===== src/rtl/mpuart_pkg.sv =====
package mpuart_pkg;
  localparam int DATA_MAX = 9;
  localparam int DATA_MIN = 5;
  localparam int NB_W     = $clog2(DATA_MAX + 1);

  typedef enum logic [2:0] {
    ST_IDLE,
    ST_START,
    ST_DATA,
    ST_STOP1,
    ST_STOP2
  } rx_state_e;

  typedef struct packed {
    logic [DATA_MAX-1:0] data;
    logic                addr;
    logic                ferr;
  } rx_frame_t;
endpackage


===== src/rtl/mpuart_timer.sv =====
module mpuart_timer #(
  parameter int OVS = 16
) (
  input  logic clk,
  input  logic rst_n,
  input  logic tick,
  input  logic clr,
  output logic mid_hit,
  output logic bit_hit
);
  localparam int CW = $clog2(OVS);
  localparam logic [CW-1:0] MID  = CW'(OVS/2 - 1);
  localparam logic [CW-1:0] LAST = CW'(OVS - 1);

  logic [CW-1:0] cnt_q, cnt_d;

  assign mid_hit = tick && (cnt_q == MID);
  assign bit_hit = tick && (cnt_q == LAST);

  always_comb begin
    cnt_d = cnt_q;
    if (clr)          cnt_d = '0;
    else if (bit_hit) cnt_d = '0;
    else if (tick)    cnt_d = cnt_q + 1'b1;
  end

  always_ff @(posedge clk or negedge rst_n) begin
    if (!rst_n) cnt_q <= '0;
    else        cnt_q <= cnt_d;
  end
endmodule


===== src/rtl/mpuart_fsm.sv =====
module mpuart_fsm
  import mpuart_pkg::*;
(
  input  logic            clk,
  input  logic            rst_n,
  input  logic            tick,
  input  logic            rxd,
  input  logic [NB_W-1:0] cfg_nbits,
  input  logic            mid_hit,
  input  logic            bit_hit,
  output logic            tclr,
  output logic            fin,
  output rx_frame_t       frame
);
  rx_state_e              st_q, st_d;
  logic [NB_W-1:0]        idx_q, idx_d, nb_q, nb_d;
  logic [DATA_MAX-1:0]    sh_q, sh_d;
  logic                   s1_q, s1_d, ferr_q, ferr_d, fin_d;

  function automatic logic [NB_W-1:0] clamp_nb(input logic [NB_W-1:0] v);
    if (v < NB_W'(DATA_MIN))      return NB_W'(DATA_MIN);
    else if (v > NB_W'(DATA_MAX)) return NB_W'(DATA_MAX);
    else                          return v;
  endfunction

  always_comb begin
    st_d   = st_q;
    idx_d  = idx_q;
    nb_d   = nb_q;
    sh_d   = sh_q;
    s1_d   = s1_q;
    ferr_d = ferr_q;
    fin_d  = 1'b0;
    tclr   = 1'b0;
    case (st_q)
      ST_IDLE: begin
        tclr = 1'b1;
        if (tick && !rxd) st_d = ST_START;
      end
      ST_START: begin
        if (mid_hit) begin
          tclr = 1'b1;
          if (rxd) st_d = ST_IDLE;
          else begin
            st_d  = ST_DATA;
            idx_d = '0;
            nb_d  = clamp_nb(cfg_nbits);
            sh_d  = '0;
          end
        end
      end
      ST_DATA: begin
        if (bit_hit) begin
          sh_d[idx_q] = rxd;
          if (idx_q == nb_q - 1'b1)
            st_d = (nb_q == NB_W'(DATA_MAX)) ? ST_STOP2 : ST_STOP1;
          else
            idx_d = idx_q + 1'b1;
        end
      end
      ST_STOP1: begin
        if (bit_hit) begin
          s1_d = rxd;
          st_d = ST_STOP2;
        end
      end
      ST_STOP2: begin
        if (bit_hit) begin
          fin_d  = 1'b1;
          ferr_d = !rxd;
          st_d   = ST_IDLE;
        end
      end
      default: st_d = ST_IDLE;
    endcase
  end

  always_ff @(posedge clk or negedge rst_n) begin
    if (!rst_n) begin
      st_q   <= ST_IDLE;
      idx_q  <= '0;
      nb_q   <= NB_W'(DATA_MAX);
      sh_q   <= '0;
      s1_q   <= 1'b0;
      ferr_q <= 1'b0;
      fin    <= 1'b0;
    end else begin
      st_q   <= st_d;
      idx_q  <= idx_d;
      nb_q   <= nb_d;
      sh_q   <= sh_d;
      s1_q   <= s1_d;
      ferr_q <= ferr_d;
      fin    <= fin_d;
    end
  end

  assign frame.data = sh_q;
  assign frame.addr = (nb_q == NB_W'(DATA_MAX)) ? sh_q[DATA_MAX-1] : s1_q;
  assign frame.ferr = ferr_q;

  AST_UNUSED_ZERO: assert property (@(posedge clk) disable iff (!rst_n)
    fin |-> ((frame.data >> nb_q) == '0));
  AST_FIN_PULSE: assert property (@(posedge clk) disable iff (!rst_n)
    fin |=> !fin);
endmodule


===== src/rtl/mpuart_filter.sv =====
module mpuart_filter
  import mpuart_pkg::*;
(
  input  logic                clk,
  input  logic                rst_n,
  input  logic                fin,
  input  rx_frame_t           frame,
  input  logic                mpm_wr,
  input  logic                mpm_wdata,
  output logic                mpm,
  output logic [DATA_MAX-1:0] rx_data,
  output logic                rx_addr,
  output logic                rx_ferr,
  output logic                rx_done
);
  logic      mpm_d, acc;
  rx_frame_t hold_q, hold_d;

  always_comb begin
    mpm_d  = mpm_wr ? mpm_wdata : mpm;
    acc    = fin && (!mpm || frame.addr);
    hold_d = acc ? frame : hold_q;
  end

  always_ff @(posedge clk or negedge rst_n) begin
    if (!rst_n) begin
      mpm     <= 1'b0;
      hold_q  <= '0;
      rx_done <= 1'b0;
    end else begin
      mpm     <= mpm_d;
      hold_q  <= hold_d;
      rx_done <= acc;
    end
  end

  assign rx_data = hold_q.data;
  assign rx_addr = hold_q.addr;
  assign rx_ferr = hold_q.ferr;

  AST_DATA_DROP: assert property (@(posedge clk) disable iff (!rst_n)
    (fin && mpm && !frame.addr) |=> (!rx_done && $stable(rx_data)));
  AST_ADDR_PASS: assert property (@(posedge clk) disable iff (!rst_n)
    (fin && frame.addr) |=> rx_done);
  AST_OPEN_PASS: assert property (@(posedge clk) disable iff (!rst_n)
    (fin && !mpm) |=> rx_done);
  AST_HOLD_STABLE: assert property (@(posedge clk) disable iff (!rst_n)
    !fin |=> ($stable(rx_data) && $stable(rx_addr) && $stable(rx_ferr)));
  AST_MODE_LOAD: assert property (@(posedge clk) disable iff (!rst_n)
    mpm_wr |=> (mpm == $past(mpm_wdata)));
endmodule


===== src/rtl/mpuart_rx.sv =====
module mpuart_rx
  import mpuart_pkg::*;
#(
  parameter int OVS = 16
) (
  input  logic                clk,
  input  logic                rst_n,
  input  logic                tick16,
  input  logic                rx_line,
  input  logic [NB_W-1:0]     cfg_nbits,
  input  logic                mpm_wr,
  input  logic                mpm_wdata,
  output logic                mpm,
  output logic [DATA_MAX-1:0] rx_data,
  output logic                rx_addr,
  output logic                rx_ferr,
  output logic                rx_done
);
  logic [1:0] sync_q;
  logic       rxd, mid_hit, bit_hit, tclr, fin;
  rx_frame_t  frame;

  always_ff @(posedge clk or negedge rst_n) begin
    if (!rst_n) sync_q <= 2'b11;
    else        sync_q <= {sync_q[0], rx_line};
  end
  assign rxd = sync_q[1];

  mpuart_timer #(.OVS(OVS)) u_timer (
    .clk(clk), .rst_n(rst_n), .tick(tick16), .clr(tclr),
    .mid_hit(mid_hit), .bit_hit(bit_hit)
  );

  mpuart_fsm u_fsm (
    .clk(clk), .rst_n(rst_n), .tick(tick16), .rxd(rxd),
    .cfg_nbits(cfg_nbits), .mid_hit(mid_hit), .bit_hit(bit_hit),
    .tclr(tclr), .fin(fin), .frame(frame)
  );

  mpuart_filter u_filter (
    .clk(clk), .rst_n(rst_n), .fin(fin), .frame(frame),
    .mpm_wr(mpm_wr), .mpm_wdata(mpm_wdata), .mpm(mpm),
    .rx_data(rx_data), .rx_addr(rx_addr), .rx_ferr(rx_ferr),
    .rx_done(rx_done)
  );
endmodule


===== config.mk =====
export PLATFORM = sky130hd
export DESIGN_NAME = mpuart_rx
export DESIGN_NICKNAME = d
export VERILOG_FILES = /design/src/rtl/mpuart_pkg.sv /design/src/rtl/mpuart_timer.sv /design/src/rtl/mpuart_fsm.sv /design/src/rtl/mpuart_filter.sv /design/src/rtl/mpuart_rx.sv
export SDC_FILE = /design/constraint.sdc
export NUM_CORES = 1
export LEC_CHECK = 0
export ABC_AREA = 1
export ABC_CLOCK_PERIOD_IN_PS = 2170
export BUFFER_PORTS_ARGS = -buffer_cell sky130_fd_sc_hd__buf_2
export CORE_ASPECT_RATIO = 0.75
export CORE_MARGIN = 4
export CORE_UTILIZATION = 61
export CTS_BUF_LIST = sky130_fd_sc_hd__clkbuf_2
export DETAILED_ROUTE_END_ITERATION = 10
export PLACE_DENSITY = 0.88
export RECOVER_POWER = 100
export SYNTH_ARGS = -nofsm -noshare
export SYNTH_HDL_FRONTEND = slang
export SYNTH_SLANG_ARGS = --single-unit

===== constraint.sdc =====
create_clock -name clk -period 2.17 [get_ports clk]
set_clock_uncertainty 0.2 [all_clocks]
set_input_delay 0.651 -clock clk [delete_from_list [all_inputs] [get_ports clk]]
set_output_delay 0.651 -clock clk [all_outputs]
set_load 0.005 [all_outputs]

==> results of run 1 <==
-- flip-flops by register name (all words and copies together) (netlist names) --
register	count
u_fsm.sh_q	9
u_filter.rx_done	1
u_fsm.idx_q	4
u_filter.mpm	1
u_fsm.s1_q	1
u_filter.rx_data	9
u_timer.cnt_q	4
u_fsm.ferr_q	1
u_fsm.st_q	3
sync_q	2
u_fsm.nb_q	4
u_filter.rx_addr	1
u_filter.rx_ferr	1
u_fsm.fin	1
-- cell type report --
type,instances,share of cell area (%)
clock buffers,5,1.01
clock inverters,2,1.36
inverters,27,4.38
multi-input cells,205,42.0
flip-flops and latches,42,42.5
well taps,50,2.52
repair buffers,27,6.24
-- worst max path at each step --
stage | end | startpoint | depth (start not counted)
global placement | u_fsm.idx_q[2]$_DFFE_PN0P_ | u_fsm.nb_q[0]$_DFFE_PN1P_ | 13
detailed placement | u_fsm.idx_q[2]$_DFFE_PN0P_ | u_fsm.nb_q[0]$_DFFE_PN1P_ | 13
CTS | u_fsm.idx_q[3]$_DFFE_PN0P_ | u_fsm.nb_q[0]$_DFFE_PN1P_ | 13
finish | u_filter.rx_data[6]$_DFFE_PN0P_ | u_fsm.nb_q[0]$_DFFE_PN1P_ | 7
floorplan | u_fsm.idx_q[0]$_DFFE_PN0P_ | u_fsm.nb_q[0]$_DFFE_PN1P_ | 13
global route | u_filter.rx_data[1]$_DFFE_PN0P_ | u_fsm.nb_q[0]$_DFFE_PN1P_ | 7
-- metrics by stage --
step | area (sq um) | hold slack, ps | TNS [ps] | cells
after floorplan | 2270 | 145 | 0 | 281
after CTS | 2490 | 133 | 0 | 357
final | 2490 | 131 | 0 | 358
after detailed placement | 2420 | 151 | 0 | 349
after global routing | 2490 | 81.8 | -401 | 358
after global placement | 2420 | 152 | 0 | 349
-- critical path, cell delays in order, from the launching register on --
cell and delay (ps):
sky130_fd_sc_hd__dfstp_2 600, sky130_fd_sc_hd__buf_4 120, sky130_fd_sc_hd__ha_1 150, sky130_fd_sc_hd__nand3_1 230
sky130_fd_sc_hd__o211ai_1 340, sky130_fd_sc_hd__buf_4 230, sky130_fd_sc_hd__nand3_1 90, sky130_fd_sc_hd__nand2_1 80
-- cell usage after synthesis --
cell / count
sky130_fd_sc_hd__nor2_4: 2
sky130_fd_sc_hd__xnor2_1: 1
sky130_fd_sc_hd__dfstp_2: 4
sky130_fd_sc_hd__o211ai_1: 1
sky130_fd_sc_hd__o21ai_2: 9
sky130_fd_sc_hd__nand3_4: 2
sky130_fd_sc_hd__nor2_1: 19
sky130_fd_sc_hd__nand3_1: 34
sky130_fd_sc_hd__nor3b_1: 1
sky130_fd_sc_hd__buf_2: 4
sky130_fd_sc_hd__inv_1: 23
sky130_fd_sc_hd__nor2_2: 4
sky130_fd_sc_hd__o31ai_1: 1
sky130_fd_sc_hd__nand2_2: 4
sky130_fd_sc_hd__inv_2: 3
sky130_fd_sc_hd__nor4_1: 1
sky130_fd_sc_hd__a31oi_1: 2
sky130_fd_sc_hd__o21bai_1: 1
sky130_fd_sc_hd__nand3_2: 1
sky130_fd_sc_hd__o21ai_0: 7
sky130_fd_sc_hd__inv_8: 1
sky130_fd_sc_hd__nor3_1: 2
sky130_fd_sc_hd__nand4_1: 1
sky130_fd_sc_hd__clkbuf_1: 1
sky130_fd_sc_hd__a21oi_1: 9
sky130_fd_sc_hd__buf_4: 1
sky130_fd_sc_hd__dfrtp_1: 38
sky130_fd_sc_hd__ha_1: 7
sky130_fd_sc_hd__nand2_4: 1
sky130_fd_sc_hd__buf_12: 1
sky130_fd_sc_hd__o21ai_1: 3
sky130_fd_sc_hd__nand2_1: 92
-- power by group --
part	switching, mW	internal [mW]	total, mW
clock network	0.245	0.186	0.430
logic	0.530	0.257	0.787
registers	0.0964	0.857	0.954
-- per-layer routing --
metal | routed length, microns | vias to the layer above | GRT usage, %
li1 | - | 960 | -
met1 | 2240 | 908 | 29.9
met2 | 2220 | 44 | 35.5
met3 | 210 | 9 | 5.04
met4 | 70 | 0 | 8.23
met5 | 0 | - | 0
-- repair_timing --
item / in CTS / in global routing
hold buffers: 1 / 0
setup buffers: 0 / 1
setup endpoints to repair: 0 / 7
endpoints found under the hold margin: 14 / 0
resized for setup: 0 / 5
-- logic make-up after synthesis --
family | share of synthesized area (%)
and+or+nand+nor | 32.9
DFF | 46.6
buffers and inverters | 7.06
AOI/OAI and AO/OA | 9.22
adders and majority gates | 3.86
xor gates and xnor gates | 0.386
==> results by group, run 1 <==
Finish
  • Fill cell total of the finished layout: 278
  • Post-Route Utilization: 72.6%
  • Most frequent standard cell in the layout excluding fill and tap cells: sky130_fd_sc_hd__nand2_1
  • FF/Latch Area: 1060 sq um
  • Synthesis-to-layout area growth: 9.66%
  • Net total in the final layout: 325
  • Total inserted antenna cells: 0
  • Multi-input gate area: 1040 sq um
  • Share of final-layout standard cells stronger than drive strength 1: 16.6%
  • Commonest non-fill, non-tap cells in the layout: 91 x sky130_fd_sc_hd__nand2_1, 38 x sky130_fd_sc_hd__dfrtp_1, 34 x sky130_fd_sc_hd__nand3_1, 23 x sky130_fd_sc_hd__inv_1, 22 x sky130_fd_sc_hd__nor2_1

Drt
  • Average routed wire per standard cell: 13.2 microns
  • Router iterations before antenna repair: 4
  • Number of routed nets with antenna violations: 0
  • Post-detailed-routing wire length: 4740 microns
  • Via total after detailed routing: 1921
  • Number of violations reported at the end of detailed-routing iteration 0: 160
  • Detailed-route DRC error count: 0
  • Vias per cell: 5.37

STA
  • Final critical-path share of the clock period: 96.4%
  • Worst path setup slack after routing: 77.6 ps
  • Max-slew headroom at the worst pin: 31.3%
  • Maximum achievable frequency: 0.478 GHz
  • Number of max-slew violations in the final report: 0
  • Post-route minimum period: 2090 ps
  • Pin slew with the least headroom to its limit: 1030 ps
  • Hold Violations, Final: 0
  • Final setup violation count: 0

Synthesis
  • Yosys reg bits: 42
  • Synthesized netlist net count: 298
  • Cells after Synth: 281
  • Area share of the largest cell type after synthesis: 41.9%
  • Combined area of all synthesized cells: 2270 sq um
  • Mean area per synthesized cell: 8.07 sq um
  • Sequential share of the synthesized area: 46.6%
  • Most area-hungry cell type in the Yosys netlist: sky130_fd_sc_hd__dfrtp_1
  • Distinct cell type count of the synthesized netlist: 32
  • Top cells by area, synth: sky130_fd_sc_hd__dfrtp_1 42%, sky130_fd_sc_hd__nand2_1 15%, sky130_fd_sc_hd__nand3_1 7.5%
  • Number of warnings printed during yosys synthesis: 0

Critical path
  • Element type at the critical path end: flop
  • Endpoint of the lowest-slack register-to-register path: u_filter.rx_data[6]$_DFFE_PN0P_
  • Class of the most critical setup path: reg -> reg
  • Arrival time of the worst setup path: 2230 ps
  • Data required time of the critical path: 2310 ps
  • R2r setup slk: 80 ps
  • Worst-case reg-to-reg path depth: 7
  • Kind of start point of the critical path: flop
  • Worst Path Max Fanout: 11
  • Reg-to-reg startpoint: u_fsm.nb_q[0]$_DFFE_PN1P_

Min path
  • Hold path start: rx_line
  • Worst hold path cell count: 1
  • Worst min path class: in -> reg
  • End point of the most critical hold path: sync_q[0]$_DFF_PN1_

Clock tree
  • TritonCTS clock tree: built
  • Number of clock sinks seen by CTS: 42
  • Maximum root-to-sink buffer count: 2
  • Count of H-tree levels built during CTS: 2
  • Clock root buffer master: sky130_fd_sc_hd__clkbuf_2
  • Latest clock arrival within the worst-skew pair: 390 ps
  • Number of CTS-inserted buffers: 5
  • Clock transition time at the flip-flop clock pins of the worst setup and hold paths: 210 ps

Status
  • Run status: finished clean

Power and ir drop
  • Power per Cell Area: 873 nW/um^2
  • Maximum VDD drop: 0.605 mV
  • Total power: 2.17 mW
  • Leakage power summed over all cells: 1.25 nW

Floorplan
  • Std cell rows: 18
  • Floorplan die area: 4770 sq um
  • Initial core utilization: 66.2%
  • Chip Height: 60.8 microns
  • Count of pins on the block boundary: 23
  • Area of the core: 3420 sq um
  • X dimension of the die: 78.4 microns

Placement
  • Routability-driven placement congestion ratio: 0.856
  • Worst slack after detailed placement: 128 ps
  • IO Port Bufs: 22
  • Hpwl dp: 3430 microns

GRT
  • Overall routing resource usage: 22.1%
  • Vias in the first global route: 1845
  • Number of antenna violations at the first check in global routing: 0
  • GRT Residual Overflow: 0
  • Pin count of the biggest net entering global routing: 27
  • Wire length of the first global-routing pass: 8200 microns

Job
  • Reported max-cap violation count: 0
(Power assumes the default switching activity.)
==> inputs of run 2 (changes only) <==
--- a/config.mk
+++ b/config.mk
@@ -13,7 +13,7 @@
 export CORE_UTILIZATION = 61
 export CTS_BUF_LIST = sky130_fd_sc_hd__clkbuf_2
 export DETAILED_ROUTE_END_ITERATION = 10
-export PLACE_DENSITY = 0.88
+export PLACE_DENSITY_LB_ADDON = 0.15
 export RECOVER_POWER = 100
 export SYNTH_ARGS = -nofsm -noshare
 export SYNTH_HDL_FRONTEND = slang
==> run 2 against run 1 <==
First-iteration DRC count down 10%. Fmax up 3.5%. Global-route usage down 1.8 points. Total power down 5.3%. Non-clock buffer count up 1. Clock power down 29%. Sequential share of layout area up 0.56 points. Combinational power up 0.6%. Critical path depth up 6. Die area unchanged. Final cell count up 0.56%. Critical endpoint is now u_fsm.idx_q[3]$_DFFE_PN0P_. Largest cell class unchanged. Highest routed layer unchanged.
==> results by group, run 2 (synthesis results as in run 1) <==
Status
  • Run status: finished clean

GRT
  • Wire length of the first global-routing pass: 7530 microns
  • Vias in the first global route: 1662
  • GRT Residual Overflow: 0
  • Number of antenna violations at the first check in global routing: 0
  • Overall routing resource usage: 20.3%
  • Pin count of the biggest net entering global routing: 22

Finish
  • Most frequent standard cell in the layout excluding fill and tap cells: sky130_fd_sc_hd__nand2_1
  • Fill cell total of the finished layout: 317
  • FF/Latch Area: 1060 sq um
  • Number of cells in the finished layout apart from fillers: 360
  • Post-Route Utilization: 71.7%
  • Synthesis-to-layout area growth: 8.22%
  • Commonest non-fill, non-tap cells in the layout: 90 x sky130_fd_sc_hd__nand2_1, 38 x sky130_fd_sc_hd__dfrtp_1, 34 x sky130_fd_sc_hd__nand3_1, 23 x sky130_fd_sc_hd__inv_1, 22 x sky130_fd_sc_hd__nor2_1
  • Total inserted antenna cells: 0
  • Share of final-layout standard cells stronger than drive strength 1: 17.1%
  • Multi-input gate area: 1040 sq um
  • Fin area: 2450 sq um
  • Net total in the final layout: 326

Floorplan
  • Floorplan die area: 4770 sq um
  • Initial core utilization: 66.2%
  • Std cell rows: 18
  • Count of pins on the block boundary: 23
  • X dimension of the die: 78.4 microns
  • Chip Height: 60.8 microns
  • Area of the core: 3420 sq um

STA
  • Pin slew with the least headroom to its limit: 1070 ps
  • Final setup violation count: 0
  • Worst hold slack after final layout: 142 ps
  • Total Negative Setup Slacks: 0 ps
  • Post-route minimum period: 2020 ps
  • Max-slew headroom at the worst pin: 28.7%
  • Number of max-slew violations in the final report: 0
  • Hold Violations, Final: 0
  • Final critical-path share of the clock period: 93.1%
  • Worst path setup slack after routing: 149 ps
  • Maximum achievable frequency: 0.495 GHz

Drt
  • Post-detailed-routing wire length: 4500 microns
  • Detailed-route DRC error count: 0
  • Average routed wire per standard cell: 12.5 microns
  • Via total after detailed routing: 1875
  • Number of violations reported at the end of detailed-routing iteration 0: 144
  • Number of routed nets with antenna violations: 0
  • Router iterations before antenna repair: 5
  • Vias per cell: 5.21

Min path
  • Worst hold path cell count: 1
  • Worst min path class: in -> reg

Power and ir drop
  • Sw Ratio: 42.3%
  • Maximum VDD drop: 0.649 mV
  • Power per Cell Area: 837 nW/um^2
  • Psw: 0.869 mW
  • Int Pwr: 1.19 mW
  • Portion of total power attributed to sequential cells: 46.5%
  • Relative contribution of the clock network to total power: 14.9%
  • Leakage power summed over all cells: 1.25 nW
  • Total power: 2.05 mW
  • Comb power frac: 38.5%

Critical path
  • Element type at the critical path end: flop
  • Class of the most critical setup path: reg -> reg
  • Kind of start point of the critical path: flop
  • Worst Path Max Fanout: 5
  • Data required time of the critical path: 2300 ps
  • Arrival time of the worst setup path: 2150 ps
  • Worst-case reg-to-reg path depth: 13

Placement
  • Worst slack after detailed placement: 114 ps
  • DP Cell Count: 350
  • Instance area at placement: 2420 sq um
  • Hpwl dp: 3440 microns
  • IO Port Bufs: 22
  • Routability-driven placement congestion ratio: 0.826

Clock tree
  • Clock transition time at the flip-flop clock pins of the worst setup and hold paths: 190 ps
  • Number of CTS-inserted buffers: 5
  • Clock root buffer master: sky130_fd_sc_hd__clkbuf_2
  • TritonCTS clock tree: built
  • Count of H-tree levels built during CTS: 2
  • Latest clock arrival within the worst-skew pair: 380 ps
  • Maximum root-to-sink buffer count: 2
  • Number of clock sinks seen by CTS: 42

Job
  • Reported max-cap violation count: 0
-- run 2: path summary, 6_finish.rpt --
path                       slack [ps]                         end                       from
max                               150  u_fsm.idx_q[3]$_DFFE_PN0P_  u_fsm.nb_q[0]$_DFFE_PN1P_
min                               140         sync_q[0]$_DFF_PN1_                    rx_line
max reg2reg                       150  u_fsm.idx_q[3]$_DFFE_PN0P_  u_fsm.nb_q[0]$_DFFE_PN1P_
min reg2reg                       170         sync_q[1]$_DFF_PN1_        sync_q[0]$_DFF_PN1_
max in group asynchronous         210   u_fsm.sh_q[8]$_DFFE_PN0P_                      rst_n
min in group asynchronous         750         u_fsm.fin$_DFF_PN0_                      rst_n
-- run 2: cell type report --
| class | instances | area share [%] |
|---|---|---|
| flip-flops and latches | 42 | 43.0 |
| multi-input cells | 205 | 42.5 |
| repair buffers | 28 | 5.97 |
| inverters | 27 | 4.44 |
| well taps | 50 | 2.55 |
| clock buffers | 5 | 1.02 |
| clock inverters | 3 | 0.459 |
-- run 2: power by group through the flow --
| stage | sequential (mW) | combinational, mW | clock, mW |
|---|---|---|---|
| final | 0.956 | 0.792 | 0.306 |
| after global routing | 0.970 | 0.896 | 0.356 |
| after CTS | 0.956 | 0.776 | 0.318 |
| after detailed placement | 0.969 | 0.770 | 0 |
| after global placement | 0.965 | 0.742 | 0 |
| after floorplan | 0.924 | 0.711 | 0 |
-- run 2: routing by layer --
| metal | up-vias | track usage [%] | routed length (microns) | part of all wire [%] |
|---|---|---|---|---|
| met5 | - | 0 | 0 | 0 |
| met4 | 0 | 6.23 | 34 | 0.76 |
| met3 | 4 | 4.75 | 207 | 4.6 |
| met2 | 43 | 31.2 | 1990 | 44 |
| met1 | 867 | 29.0 | 2270 | 50 |
| li1 | 961 | - | - | - |
-- run 2: critical path, cell delays in order, from the launching register on --
cell                      delay (ps)
sky130_fd_sc_hd__dfstp_2         600
sky130_fd_sc_hd__inv_1            80
sky130_fd_sc_hd__ha_1            310
sky130_fd_sc_hd__nand2_1          70
sky130_fd_sc_hd__inv_1            40
sky130_fd_sc_hd__nor2_1           80
sky130_fd_sc_hd__nand2_1          50
sky130_fd_sc_hd__nor2_1          100
sky130_fd_sc_hd__nand2_1          70
sky130_fd_sc_hd__nand2_2          90
sky130_fd_sc_hd__nand2_4          80
sky130_fd_sc_hd__nand2_4          90
sky130_fd_sc_hd__nand2_1          60
sky130_fd_sc_hd__nand2_1          60
-- run 2: what timing repair did --
item                                    CTS  global route
resized for setup                         0             5
hold buffers                              1             0
endpoints found under the setup margin    0             5
buffers inserted                          0             1
endpoints found under the hold margin    15             0
==> inputs of run 3 (changes only) <==
--- a/config.mk
+++ b/config.mk
@@ -7,7 +7,7 @@
 export LEC_CHECK = 0
 export ABC_AREA = 1
 export ABC_CLOCK_PERIOD_IN_PS = 2170
-export BUFFER_PORTS_ARGS = -buffer_cell sky130_fd_sc_hd__buf_2
+export BUFFER_PORTS_ARGS = -buffer_cell sky130_fd_sc_hd__buf_4
 export CORE_ASPECT_RATIO = 0.75
 export CORE_MARGIN = 4
 export CORE_UTILIZATION = 61
==> run 3 against run 2 <==
Non-clock buffer count down 3. Register-to-register slack got worse by 30 ps. Flip-flop and latch count did not move. Design area increased by 0.56%. Clock power increased by 6%. Clock-buffer cell count stayed put. Global-route usage decreased by 0.29 points.
==> results by group, run 3 (synthesis results as in run 1) <==
Drt
  • Via total after detailed routing: 1832
  • Vias per cell: 5.13
  • Detailed-route DRC error count: 0
  • Post-detailed-routing wire length: 4320 microns
  • Router iterations before antenna repair: 4
  • Number of routed nets with antenna violations: 0
  • Average routed wire per standard cell: 12.1 microns
  • Number of violations reported at the end of detailed-routing iteration 0: 78

Placement
  • DP Cell Count: 348
  • IO Port Bufs: 22
  • Hpwl dp: 3230 microns
  • Routability-driven placement congestion ratio: 0.876
  • Instance area at placement: 2460 sq um
  • Worst slack after detailed placement: 139 ps

STA
  • Total Negative Setup Slacks: 0 ps
  • Number of max-slew violations in the final report: 0
  • Final critical-path share of the clock period: 94.7%
  • Max-slew headroom at the worst pin: 33.5%
  • Worst hold slack after final layout: 156 ps
  • Maximum achievable frequency: 0.487 GHz
  • Pin slew with the least headroom to its limit: 998 ps
  • Hold Violations, Final: 0
  • RSZ-0062 raised after global routing: true
  • Post-route minimum period: 2050 ps
  • Worst path setup slack after routing: 115 ps
  • Final setup violation count: 0

Clock tree
  • Latest clock arrival within the worst-skew pair: 400 ps
  • Count of H-tree levels built during CTS: 2
  • Number of CTS-inserted buffers: 5
  • TritonCTS clock tree: built
  • Post-CTS Setup Repair Bufs: 0
  • Clock root buffer master: sky130_fd_sc_hd__clkbuf_2
  • Number of clock sinks seen by CTS: 42
  • Clock transition time at the flip-flop clock pins of the worst setup and hold paths: 220 ps
  • Maximum root-to-sink buffer count: 2

GRT
  • Wire length of the first global-routing pass: 7300 microns
  • Pin count of the biggest net entering global routing: 43
  • Vias in the first global route: 1655
  • Overall routing resource usage: 20.0%
  • GRT Residual Overflow: 0
  • Number of antenna violations at the first check in global routing: 0

Power and ir drop
  • Power per Cell Area: 829 nW/um^2
  • Relative contribution of the clock network to total power: 15.8%
  • Portion of total power attributed to sequential cells: 46.6%
  • Comb power frac: 37.6%
  • Leakage power summed over all cells: 1.23 nW
  • Sw Ratio: 42.0%
  • Maximum VDD drop: 0.472 mV
  • Total power: 2.05 mW
  • Psw: 0.859 mW
  • Int Pwr: 1.19 mW

Finish
  • Net total in the final layout: 323
  • Commonest non-fill, non-tap cells in the layout: 90 x sky130_fd_sc_hd__nand2_1, 38 x sky130_fd_sc_hd__dfrtp_1, 34 x sky130_fd_sc_hd__nand3_1, 23 x sky130_fd_sc_hd__inv_1, 22 x sky130_fd_sc_hd__nor2_1
  • Total inserted antenna cells: 0
  • Most frequent standard cell in the layout excluding fill and tap cells: sky130_fd_sc_hd__nand2_1
  • Multi-input gate area: 1010 sq um
  • Number of cells in the finished layout apart from fillers: 357
  • Share of final-layout standard cells stronger than drive strength 1: 17.3%
  • Post-Route Utilization: 72.1%
  • Fin area: 2470 sq um
  • FF/Latch Area: 1060 sq um
  • Synthesis-to-layout area growth: 8.83%
  • Fill cell total of the finished layout: 289

Critical path
  • Data required time of the critical path: 2330 ps
  • Slowest-stage cell, CP: sky130_fd_sc_hd__dfstp_2
  • Worst-case reg-to-reg path depth: 13
  • Arrival time of the worst setup path: 2220 ps
  • Largest incremental delay on the critical path: 610 ps
  • Endpoint of the lowest-slack register-to-register path: u_fsm.idx_q[1]$_DFFE_PN0P_
  • R2r setup slk: 120 ps
  • Kind of start point of the critical path: flop
  • Reg-to-reg startpoint: u_fsm.nb_q[0]$_DFFE_PN1P_
  • Worst Path Max Fanout: 5
  • Class of the most critical setup path: reg -> reg
  • Element type at the critical path end: flop
  • CP most frequent cell: sky130_fd_sc_hd__nand2_1
  • Sequence of cells on the critical path: inv_1 > ha_1 > nand2_1 > inv_1 > nor2_1 > nand2_1 > nor2_1 > nand2_1 > nand2_1 > nand2_2 > nand2_2 > nand2_1 > nand2_1

Floorplan
  • X dimension of the die: 78.4 microns
  • Count of pins on the block boundary: 23
  • Std cell rows: 18
  • Area of the core: 3420 sq um
  • Initial core utilization: 66.2%
  • Chip Height: 60.8 microns
  • Floorplan die area: 4770 sq um

Job
  • Reported max-cap violation count: 0

Min path
  • Worst hold path cell count: 1
  • End point of the most critical hold path: sync_q[0]$_DFF_PN1_
  • Worst min path class: in -> reg
  • Hold path start: rx_line

Status
  • Run status: finished clean
## run 3: cell types whose count changed in the layout (fill, tap and decap cells not counted), sizes merged
cell / previous run / this run
clkbuf: 12 / 21
buf: 20 / 8
clkinv: 3 / 2
clkinvlp: 0 / 1
## run 3: repair_timing
action / 4_1_cts / 5_1_grt
endpoints found under the setup margin: 0 / 6
gates resized for setup: 0 / 2
endpoints found under the hold margin: 22 / 0
hold buffers: 1 / 0
## run 3: layout make-up
cell class                      count  area share (%)
Clock inverter                      3           0.659
Tap cell                           50            2.54
Sequential cell                    42            42.8
Clock buffer                        5            1.01
Timing Repair Buffer               25            7.51
Multi-Input combinational cell    205            41.1
Inverter                           27            4.41
## run 3: power groups by stage
stage               Sequential (mW)  Combinational (mW)  Clock (mW)
finish                        0.953               0.769       0.323
CTS                           0.954               0.770       0.342
global route                  0.968               0.866       0.376
detailed placement            0.968               0.767           0
global placement              0.965               0.757           0
floorplan                     0.924               0.711           0
## run 3: worst max path at each step
stage | from | end | slack [ps] | depth (start not counted)
floorplan | u_fsm.nb_q[0]$_DFFE_PN1P_ | u_fsm.idx_q[0]$_DFFE_PN0P_ | 300 | 13
global placement | u_fsm.nb_q[0]$_DFFE_PN1P_ | u_fsm.idx_q[0]$_DFFE_PN0P_ | 230 | 13
detailed placement | u_fsm.nb_q[0]$_DFFE_PN1P_ | u_fsm.idx_q[2]$_DFFE_PN0P_ | 140 | 13
CTS | u_fsm.nb_q[0]$_DFFE_PN1P_ | u_fsm.idx_q[0]$_DFFE_PN0P_ | 100 | 13
global route | u_fsm.nb_q[0]$_DFFE_PN1P_ | u_fsm.idx_q[0]$_DFFE_PN0P_ | -5 | 13
finish | u_fsm.nb_q[0]$_DFFE_PN1P_ | u_fsm.idx_q[1]$_DFFE_PN0P_ | 120 | 13
## run 3: routing by layer
metal  part of all wire, %  GRT usage, %  vias to the layer above  wire length (microns)
li1                      -             -                      959                      -
met1                    51          26.9                      831                   2220
met2                    43          31.0                       35                   1860
met3                   4.2          5.79                        7                    181
met4                   1.2          8.23                        0                     53
met5                     0             0                        -                      0
## run 3: critical path, delay by kind of cell, from the launching register on
kind,cells,cell delay (ps)
fa+ha+maj,1,300
buf+inv,2,110
flops,1,610
simple gates,10,800
